<file path="config.mk">
export PLATFORM = sky130hd
export DESIGN_NAME = rfx_resume_ctrl
export DESIGN_NICKNAME = d
export VERILOG_FILES = /design/src/rtl/rfx_pkg.sv /design/src/rtl/rfx_flag_reg.sv /design/src/rtl/rfx_bp_gate.sv /design/src/rtl/rfx_push_sel.sv /design/src/rtl/rfx_resume_ctrl.sv
export SDC_FILE = /design/constraint.sdc
export NUM_CORES = 1
export LEC_CHECK = 0
export ABC_AREA = 1
export BUFFER_PORTS_ARGS = -buffer_cell sky130_fd_sc_hd__buf_4
export CAP_MARGIN = 30
export CORE_AREA = 5 5 42 44
export CTS_CLUSTER_SIZE = 28
export DETAILED_ROUTE_END_ITERATION = 7
export DIE_AREA = 0 0 47 49
export PLACE_DENSITY_LB_ADDON = 0.2
export SETUP_SLACK_MARGIN = 0.5
export SLEW_MARGIN = 20
export SYNTH_ARGS = -nofsm -noshare
export SYNTH_HDL_FRONTEND = slang
export SYNTH_SLANG_ARGS = --single-unit
</file>
<file path="constraint.sdc">
create_clock -name clk -period 0.81 [get_ports clk]
set_input_delay 0 -clock clk [delete_from_list [all_inputs] [get_ports clk]]
set_output_delay 0 -clock clk [all_outputs]
set_load 0.02 [all_outputs]
</file>
<file path="src/rtl/rfx_pkg.sv">
package rfx_pkg;
   localparam int CLASS_W = 3;
   typedef enum logic [CLASS_W-1:0] {
      EVC_FAULT  = 3'd0,
      EVC_TRAP   = 3'd1,
      EVC_HWINT  = 3'd2,
      EVC_SWINT  = 3'd3,
      EVC_IBPDBG = 3'd4
   } evt_class_e;
endpackage

</file>
<file path="src/rtl/rfx_flag_reg.sv">
module rfx_flag_reg (
   input  logic clk,
   input  logic rst_n,
   input  logic insn_start,
   input  logic evt_return,
   input  logic ret_rf,
   output logic rf_q
);
   // A return restores the stacked bit; an instruction start clears it
   // after its breakpoint check has seen the old value.
   always_ff @(posedge clk or negedge rst_n) begin
      if (!rst_n)          rf_q <= 1'b0;
      else if (evt_return) rf_q <= ret_rf;
      else if (insn_start) rf_q <= 1'b0;
   end
endmodule

</file>
<file path="src/rtl/rfx_bp_gate.sv">
module rfx_bp_gate #(
   parameter int NUM_DBP = 4
) (
   input  logic               rf,
   input  logic               insn_start,
   input  logic               code_bp_hit,
   input  logic [NUM_DBP-1:0] data_bp_hit,
   input  logic               fault_in,
   output logic               code_dbg,
   output logic               dbg_req,
   output logic               fault_req
);
   logic [NUM_DBP:0] data_any;

   assign data_any[0] = 1'b0;
   for (genvar i = 0; i < NUM_DBP; i++) begin : g_dbp
      assign data_any[i+1] = data_any[i] | data_bp_hit[i];
   end

   // Only code matches are gated by the resume bit.
   assign code_dbg  = insn_start & code_bp_hit & ~rf;
   assign dbg_req   = code_dbg | data_any[NUM_DBP];
   // Fixed priority: code-breakpoint debug above any other fault.
   assign fault_req = fault_in & ~code_dbg;
endmodule

</file>
<file path="src/rtl/rfx_push_sel.sv">
module rfx_push_sel
   import rfx_pkg::*;
#(
   parameter int PUSH_STAGE = 0
) (
   input  logic               clk,
   input  logic               rst_n,
   input  logic               evt_enter,
   input  logic [CLASS_W-1:0] evt_class,
   input  logic               rep_string,
   input  logic               rep_last,
   input  logic               rf,
   output logic               push_rf
);
   logic mid_repeat;
   logic push_d;

   assign mid_repeat = rep_string & ~rep_last;

   always_comb begin
      unique case (evt_class)
         EVC_FAULT:             push_d = 1'b1;
         EVC_TRAP, EVC_HWINT:   push_d = mid_repeat | rf;
         EVC_SWINT:             push_d = 1'b0;
         default:               push_d = rf;
      endcase
   end

   if (PUSH_STAGE == 0) begin : g_comb
      logic unused_clk;
      assign unused_clk = clk ^ rst_n;
      assign push_rf = evt_enter & push_d;
   end else begin : g_reg
      always_ff @(posedge clk or negedge rst_n) begin
         if (!rst_n) push_rf <= 1'b0;
         else        push_rf <= evt_enter & push_d;
      end
   end
endmodule

</file>
<file path="src/rtl/rfx_resume_ctrl.sv">
module rfx_resume_ctrl
   import rfx_pkg::*;
#(
   parameter int FLAG_W     = 32,
   parameter int RF_POS     = 16,
   parameter int NUM_DBP    = 4,
   parameter int PUSH_STAGE = 0
) (
   input  logic               clk,
   input  logic               rst_n,
   input  logic               insn_start,
   input  logic               insn_done,
   input  logic               code_bp_hit,
   input  logic [NUM_DBP-1:0] data_bp_hit,
   input  logic               fault_in,
   input  logic               evt_enter,
   input  logic [2:0]         evt_class,
   input  logic               rep_string,
   input  logic               rep_last,
   input  logic               evt_return,
   input  logic [FLAG_W-1:0]  ret_flags,
   input  logic               flags_pop,
   input  logic [FLAG_W-1:0]  pop_flags,
   output logic               dbg_req,
   output logic               code_dbg,
   output logic               fault_req,
   output logic               push_rf,
   output logic               rf_live
);
   localparam int RF_LSB_W = RF_POS;

   if (RF_POS >= FLAG_W) begin : g_bad_pos
      $error("RF_POS must lie inside the flags word");
   end
   if (NUM_DBP < 1) begin : g_bad_dbp
      $error("NUM_DBP must be at least 1");
   end
   if (PUSH_STAGE != 0 && PUSH_STAGE != 1) begin : g_bad_stage
      $error("PUSH_STAGE must be 0 or 1");
   end

   // Pops and the other flag bits are deliberately not observed.
   logic unused_inputs;
   assign unused_inputs = ^{pop_flags, flags_pop, insn_done,
                            ret_flags[RF_LSB_W-1:0], ret_flags[FLAG_W-1:RF_POS+1]};

   rfx_flag_reg u_flag (
      .clk        (clk),
      .rst_n      (rst_n),
      .insn_start (insn_start),
      .evt_return (evt_return),
      .ret_rf     (ret_flags[RF_POS]),
      .rf_q       (rf_live)
   );

   rfx_bp_gate #(.NUM_DBP(NUM_DBP)) u_gate (
      .rf          (rf_live),
      .insn_start  (insn_start),
      .code_bp_hit (code_bp_hit),
      .data_bp_hit (data_bp_hit),
      .fault_in    (fault_in),
      .code_dbg    (code_dbg),
      .dbg_req     (dbg_req),
      .fault_req   (fault_req)
   );

   rfx_push_sel #(.PUSH_STAGE(PUSH_STAGE)) u_push (
      .clk        (clk),
      .rst_n      (rst_n),
      .evt_enter  (evt_enter),
      .evt_class  (evt_class),
      .rep_string (rep_string),
      .rep_last   (rep_last),
      .rf         (rf_live),
      .push_rf    (push_rf)
   );
endmodule

</file>
==> results of run 1 <==
-- metrics by stage --
step,setup WS (ns),instances
finish,0.0379,62
global placement,0.0112,60
global route,0.00896,62
floorplan,0.0430,22
CTS,0.0326,61
detailed placement,0.0168,60
-- cell usage in the layout, fill, tap and decap left out --
cell type	count
inv_4	2
dfrtp_2	1
nand3_1	1
o31ai_1	1
buf_6	6
buf_4	18
nand2_1	6
nor2_4	1
inv_1	5
nor2_1	2
nand3_2	1
nand3_4	1
a21oi_4	1
-- final timing paths --
path	to	startpoint
min	u_flag.rf_q	rst_n
max reg2reg	u_flag.rf_q	u_flag.rf_q
min in group clk	u_flag.rf_q	evt_return
max in group asynchronous	u_flag.rf_q	rst_n
max	fault_req	u_flag.rf_q
min reg2reg	u_flag.rf_q	u_flag.rf_q
-- power groups by stage --
| stage | Sequential [mW] | Combinational, mW | Clock [mW] |
|---|---|---|---|
| global placement | 0.0592 | 0.165 | 0 |
| detailed placement | 0.0591 | 0.165 | 0 |
| global route | 0.0595 | 0.205 | 0 |
| floorplan | 0.0637 | 0.0646 | 0 |
| CTS | 0.0591 | 0.183 | 0 |
| finish | 0.0591 | 0.188 | 0 |
-- critical path: cells and delay by family, from the launching register on --
kind	cells	cell delay [ns]
DFF	1	0.40
buffers and inverters	3	0.27
and+or+nand+nor	2	0.11
-- kinds of logic (layout without fill, tap and decap cells) --
logic type             after synthesis  after routing
AO/OA/AOI/OAI                        2              2
buffers and inverters                7             31
flip-flops                           1              1
AND/OR/NAND/NOR                     12             12
-- routing by layer --
metal | wire length, um | vias to the layer above | global-route usage [%]
met5 | 0 | - | 0
met4 | 0 | 0 | 0
met3 | 41 | 0 | 1.48
met2 | 246 | 10 | 7.92
met1 | 181 | 89 | 4.59
li1 | - | 113 | -
-- area by class of cell --
| class | count | area (um^2) | area share (%) |
|---|---|---|---|
| Multi-Input combinational cell | 14 | 97.6 | 25.8 |
| Tap cell | 16 | 20.0 | 5.30 |
| Timing Repair Buffer | 24 | 203 | 53.6 |
| Inverter | 7 | 31.3 | 8.28 |
| Sequential cell | 1 | 26.3 | 6.95 |
-- timing repair --
item	CTS	global route
hold endpoints to repair	1	1
resized for setup	5	1
pin swaps	0	0
setup endpoints to repair	6	6
setup buffers	1	1
==> flow_summary.toml, run 1 <==
[finish]
largest_reg_flops = 1
area_growth_pct = 225
drive_above_1_share_pct = 67.4
largestRegisters = "u_flag.rf_q x1"
final_cell_area_um2 = 378
nets = 130
fill_cells = 164
regMostFlops = "u_flag.rf_q"
post-route-util_pct = 27.0
antenna_cells = 0

[logic_synthesis]
netlist_instances = 22
synth.area.mux_share_pct = 0
synth-seq-area-share_pct = 21.5
synth_area_per_cell_um2 = 5.29
synth_area_leaders = "dfrtp_1 22%, inv_1 19%, nand2_1 19%"
synth_top_family_by_area = "simple AND/OR/NAND/NOR gates"
synth-xor-area-share_pct = 0
yosys.area.top_type_share_pct = 21.5
ys_warn_count = 0
synthAdderAreaFrac_pct = 0
synth-simple-area-share_pct = 41.9
ys_types = 8
synth_ff_type = "dfrtp_1"
synth_top_cell_by_area = "dfrtp_1"
synth_edf_count = 0
synth_common_cells = "6 x inv_1, 6 x nand2_1, 3 x nand3_1, 3 x nor2_1"
synthArstFlopShare_pct = 100
synthesis.nets = 104
synth_compound_area_share_pct = 14.0
synthesis.area_um2 = 116
synth-seq-cells = 1

[routing]
first_iter_violations = 0
post-route-drc-count = 0
vias_per_cell = 3.42
avgRoutedWirePerCell_um = 7.56
ant_nets = 0
dr.pass1.iters = 1
routed_wl_um = 469
dr_total_vias = 212

[die]
die_y_um = 49
rows = 14
ios = 87
initial_core_util_pct = 8.30
core_area_um2 = 1400
fp.dieArea_um2 = 2300
die_w_um = 47

[timing]
period_share_pct = 95.3
skew_ns = 0
setup_viol = 0
rsz0062_at_grt = "yes"
finalHoldViolations = 1
maxClockFrequency_mhz = 1300
fin_crit_ns = 0.772
hold_slack_ns = -0.225
slew_headroom_pct = 87.1
report.final.slew_viol_count = 0
worstMarginPinSlew_ns = 0.191
tns_ns = 0

[critical_path]
critPathMaxFanout = 3
crit_type = "reg -> out"
max_stage_delay_ns = 0.40
worstPathCellList = "inv_4 > nand3_4 > inv_4 > nor2_4 > buf_6"
end_kind = "primary output"
start_kind = "register"
reg2reg_slack_ns = 0.11
cp.required_ns = 0.81
cpMostUsedCell = "inv_4"
cp_slowest_cell = "dfrtp_2"
r2r_cells = 2
arrival_ns = 0.77

[pwr]
power.total_mw = 0.247
seqPwrFrac_pct = 23.9
p_per_area_nw_per_um2 = 654
pwr-share-clk_pct = 0
p_int_mw = 0.168
leakagePower_nw = 0.205
p_comb_share_pct = 76.1
p_sw_mw = 0.0789
p_sw_share_pct = 31.9
ir_drop_mv = 0.281

[status]
status = "finished with violations"
violations = "hold timing"

[run]
drv_cap = 0

[clock_tree]
insertion_delay_ns = 0
clk_pin_slew_ns = 0

[global_routing]
grt_max_degree = 4
grt_pass1_vias = 213
gr-total-overflow = 0
grtUsageTotal_pct = 4.22
grt_pass1_wl_um = 779
antenna_found_initial = 0

[hold_path]
hp-class = "in -> async"

[placement]
port_buffers = 21
placed_cell_area_um2 = 340
gp_congestion = 0.611
Note: power is estimated with default switching activity, not from simulation.
==> run 2: changes to the inputs <==
- BUFFER_PORTS_ARGS: -buffer_cell sky130_fd_sc_hd__buf_4 -> unset
- DONT_BUFFER_PORTS: unset -> 1
==> run 2 against run 1 <==
Net effect: the run still ends with hold timing left; clock skew is the same; critical path type unchanged; combinational power fell by 48%; die area unchanged; maximum frequency up 6.2%; critical endpoint is now push_rf; flip-flop and latch count unchanged; largest power group unchanged; power decreased by 36%.
==> flow_summary.toml, run 2 (synthesis gave the netlist of run 1 again) <==
[pwr]
leakagePower_nw = 0.0965
power.total_mw = 0.157
ir_drop_mv = 0.184
p_per_area_nw_per_um2 = 745

[routing]
avgRoutedWirePerCell_um = 9.66
dr_total_vias = 144
first_iter_violations = 0
routed_wl_um = 396
post-route-drc-count = 0
vias_per_cell = 3.51
ant_nets = 0
dr.pass1.iters = 1

[timing]
skew_ns = 0
finalHoldViolations = 1
fin_crit_ns = 0.727
tns_ns = 0
report.final.slew_viol_count = 0
hold_slack_ns = -0.296
slew_headroom_pct = 86.8
setup_viol = 0
maxClockFrequency_mhz = 1370
worstMarginPinSlew_ns = 0.198
rsz0062_at_grt = "yes"
period_share_pct = 89.8

[status]
status = "finished with violations"
violations = "hold timing"

[placement]
dpl.hpwl_um = 387
port_buffers = 0
gp_congestion = 0.601

[die]
fp.dieArea_um2 = 2300
rows = 14
die_w_um = 47
core_area_um2 = 1400
ios = 87
initial_core_util_pct = 8.30
die_y_um = 49

[finish]
largest_reg_flops = 1
area_growth_pct = 81.7
regArea_um2 = 26.3
nets = 109
final_common_cell = "nand2_1"
post-route-util_pct = 15.1
fill_cells = 169
final_cell_mix = "6 x nand2_1, 5 x inv_1, 2 x nand3_4, 2 x nor2_1, 2 x buf_4"
drive_above_1_share_pct = 40.0
antenna_cells = 0
largestRegisters = "u_flag.rf_q x1"
regMostFlops = "u_flag.rf_q"
multi_input_area_um2 = 105

[global_routing]
grt_max_degree = 4
grt_pass1_wl_um = 607
gr-total-overflow = 0
antenna_found_initial = 0
grtUsageTotal_pct = 3.37
grt_pass1_vias = 155

[critical_path]
reg2reg_slack_ns = 0.12
crit_type = "reg -> out"
end_kind = "primary output"
r2r_cells = 2
cp.required_ns = 0.81
arrival_ns = 0.73
start_kind = "register"
critPathMaxFanout = 3
regToRegEndpoint = "u_flag.rf_q"
r2r_start = "u_flag.rf_q"

[clock_tree]
clk_pin_slew_ns = 0
insertion_delay_ns = 0

[hold_path]
hp-class = "in -> async"

[run]
drv_cap = 0
run 2: cell type report:
class,instances,area share [%]
well taps,16,9.47
inverters,7,16.0
repair buffers,3,12.4
flip-flops and latches,1,12.4
multi-input cells,14,49.7
run 2: repair_timing:
item | 4_1_cts | 5_1_grt
setup endpoints to repair | 6 | 6
gates resized for setup | 2 | 1
cloned | 0 | 0
buffers inserted | 1 | 1
endpoints found under the hold margin | 1 | 1
run 2: worst max path at each step:
stage | slack, ns | cells past startpoint | start | endpoint
finish | 0.08 | 3 | u_flag.rf_q | push_rf
global route | 0.05 | 4 | u_flag.rf_q | fault_req
CTS | 0.08 | 4 | u_flag.rf_q | fault_req
detailed placement | 0.08 | 4 | u_flag.rf_q | fault_req
global placement | 0.08 | 4 | u_flag.rf_q | fault_req
floorplan | 0.04 | 4 | u_flag.rf_q | fault_req
run 2: power breakdown:
part	switching [mW]	internal, mW	total (mW)	leakage (nW)
Sequential	0.00357	0.0553	0.0589	0.0114
Clock	0	0	0	0
Combinational	0.0588	0.0397	0.0986	0.0851
Total	0.0624	0.0950	0.157	0.0965
run 2: worst max-delay path: stages (launching register included):
cell	delay (ns)
dfrtp_2	0.36
inv_4	0.05
buf_4	0.13
a21oi_4	0.19
run 2: per-layer routing:
metal	wire [um]	part of all wire [%]	GRT usage, %	vias up
met5	0	0	0	-
met4	0	0	0	0
met3	56	14	1.85	0
met2	228	58	7.24	10
met1	112	28	2.40	63
li1	-	-	-	71
run 2: metrics by stage:
| step | instances | cell area [um^2] | setup WS [ns] | hold WS, ns |
|---|---|---|---|---|
| 2_1_floorplan | 22 | 155 | 0.0430 | -0.296 |
| 3_3_place_gp | 39 | 183 | 0.0820 | -0.296 |
| 6_report | 41 | 211 | 0.0826 | -0.296 |
| 5_1_grt | 41 | 211 | 0.0520 | -0.296 |
| 4_1_cts | 40 | 196 | 0.0822 | -0.296 |
| 3_5_place_dp | 39 | 183 | 0.0760 | -0.296 |
==> run 3: changes to the inputs <==
- RECOVER_POWER: unset -> 100
==> run 3 against run 2 <==
Net effect: routed wire length fell by 1.5%; critical path type unchanged; global-route usage unchanged; setup slack got worse by 0.0094 ns; the run still ends with hold timing left; worst hold slack unchanged.
==> flow_summary.toml, run 3 (synthesis gave the netlist of run 1 again) <==
[global_routing]
grtUsageTotal_pct = 3.37
antenna_found_initial = 0
grt_pass1_vias = 155
grt_pass1_wl_um = 607
gr-total-overflow = 0
grt_max_degree = 4

[timing]
worstMarginPinSlew_ns = 0.193
tns_ns = 0
report.final.slew_viol_count = 0
finalHoldViolations = 1
maxClockFrequency_mhz = 1360
skew_ns = 0
period_share_pct = 91.0
fin_crit_ns = 0.737
setup_viol = 0
slew_headroom_pct = 87.1
rsz0062_at_grt = "yes"
hold_slack_ns = -0.296

[pwr]
p_per_area_nw_per_um2 = 764
power.total_mw = 0.147
ir_drop_mv = 0.181
leakagePower_nw = 0.0917

[finish]
final_common_cell = "nand2_1"
final_cell_mix = "6 x nand2_1, 5 x inv_1, 2 x nand3_2, 2 x nor2_1"
nets = 109
largestRegisters = "u_flag.rf_q x1"
area_growth_pct = 65.6
drive_above_1_share_pct = 36.0
regMostFlops = "u_flag.rf_q"
antenna_cells = 0
largest_reg_flops = 1

[die]
fp.dieArea_um2 = 2300
die_y_um = 49
initial_core_util_pct = 8.30
ios = 87
core_area_um2 = 1400
rows = 14
die_w_um = 47

[routing]
dr.pass1.iters = 1
post-route-drc-count = 0
dr_total_vias = 144
avgRoutedWirePerCell_um = 9.51
routed_wl_um = 390
vias_per_cell = 3.51
ant_nets = 0
first_iter_violations = 0

[placement]
gp_congestion = 0.601
port_buffers = 0
dpl.hpwl_um = 387

[status]
violations = "hold timing"
status = "finished with violations"

[critical_path]
cp.required_ns = 0.81
start_kind = "register"
crit_type = "reg -> out"
end_kind = "primary output"
critPathMaxFanout = 3
arrival_ns = 0.74

[run]
drv_cap = 0

[clock_tree]
clk_pin_slew_ns = 0
insertion_delay_ns = 0

[hold_path]
hp-class = "in -> async"
## run 3: cell count changes in the layout (fill, tap and decap cells not counted)
cell | previous run | this run
nand3_4 | 2 | 0
nand3_2 | 0 | 2
clkbuf_4 | 0 | 1
clkbuf_1 | 0 | 1
buf_4 | 2 | 0
## run 3: power by group
| group | leakage [nW] | switching [mW] | internal, mW |
|---|---|---|---|
| Clock | 0 | 0 | 0 |
| Sequential | 0.0114 | 0.00343 | 0.0553 |
| Combinational | 0.0803 | 0.0546 | 0.0339 |
| Total | 0.0917 | 0.0581 | 0.0891 |
## run 3: routing by layer
| metal | global-route usage (%) | vias to the layer above | wire [um] |
|---|---|---|---|
| li1 | - | 72 | - |
| met1 | 2.40 | 60 | 104 |
| met2 | 7.24 | 12 | 225 |
| met3 | 1.85 | 0 | 60 |
| met4 | 0 | 0 | 0 |
| met5 | 0 | - | 0 |
## run 3: final timing paths
kind / startpoint / endpoint / slack (ns) / depth (start not counted)
min in group clk: insn_start / u_flag.rf_q / 0.10 / 1
hold reg to reg: u_flag.rf_q / u_flag.rf_q / 0.56 / 2
setup / recovery: u_flag.rf_q / fault_req / 0.07 / 4
max in group asynchronous: rst_n / u_flag.rf_q / 1.03 / 0
hold / removal: rst_n / u_flag.rf_q / -0.30 / 0
setup reg to reg: u_flag.rf_q / u_flag.rf_q / 0.13 / 2
## run 3: timing repair
action,4_1_cts,5_1_grt
hold endpoints to repair,1,1
resized for setup,2,1
setup endpoints to repair,6,6
setup buffers,1,1
## run 3: through the flow
step                      utilization, %  cells  setup slack [ns]  hold WS [ns]  cell area, um^2
after global routing                13.8     41            0.0319        -0.296              193
after CTS                           14.0     40            0.0822        -0.296              196
after floorplan                        -     22            0.0430        -0.296              155
after detailed placement            13.0     39            0.0760        -0.296              183
after global placement              13.0     39            0.0820        -0.296              183
final                               13.8     41            0.0732        -0.296              193
## run 3: cell type report
cell class	count	area, um^2
fill	175	1210
inverter	7	33.8
multi-input combinational	14	90.1
sequential	1	26.3
tap	16	20.0
timing repair buffer	3	22.5
## run 3: worst max-delay path, cell delays in order (launching register included)
cell and delay, ns:
dfrtp_2 0.39, inv_4 0.06, nand3_2 0.11, inv_6 0.11, nor2_4 0.05
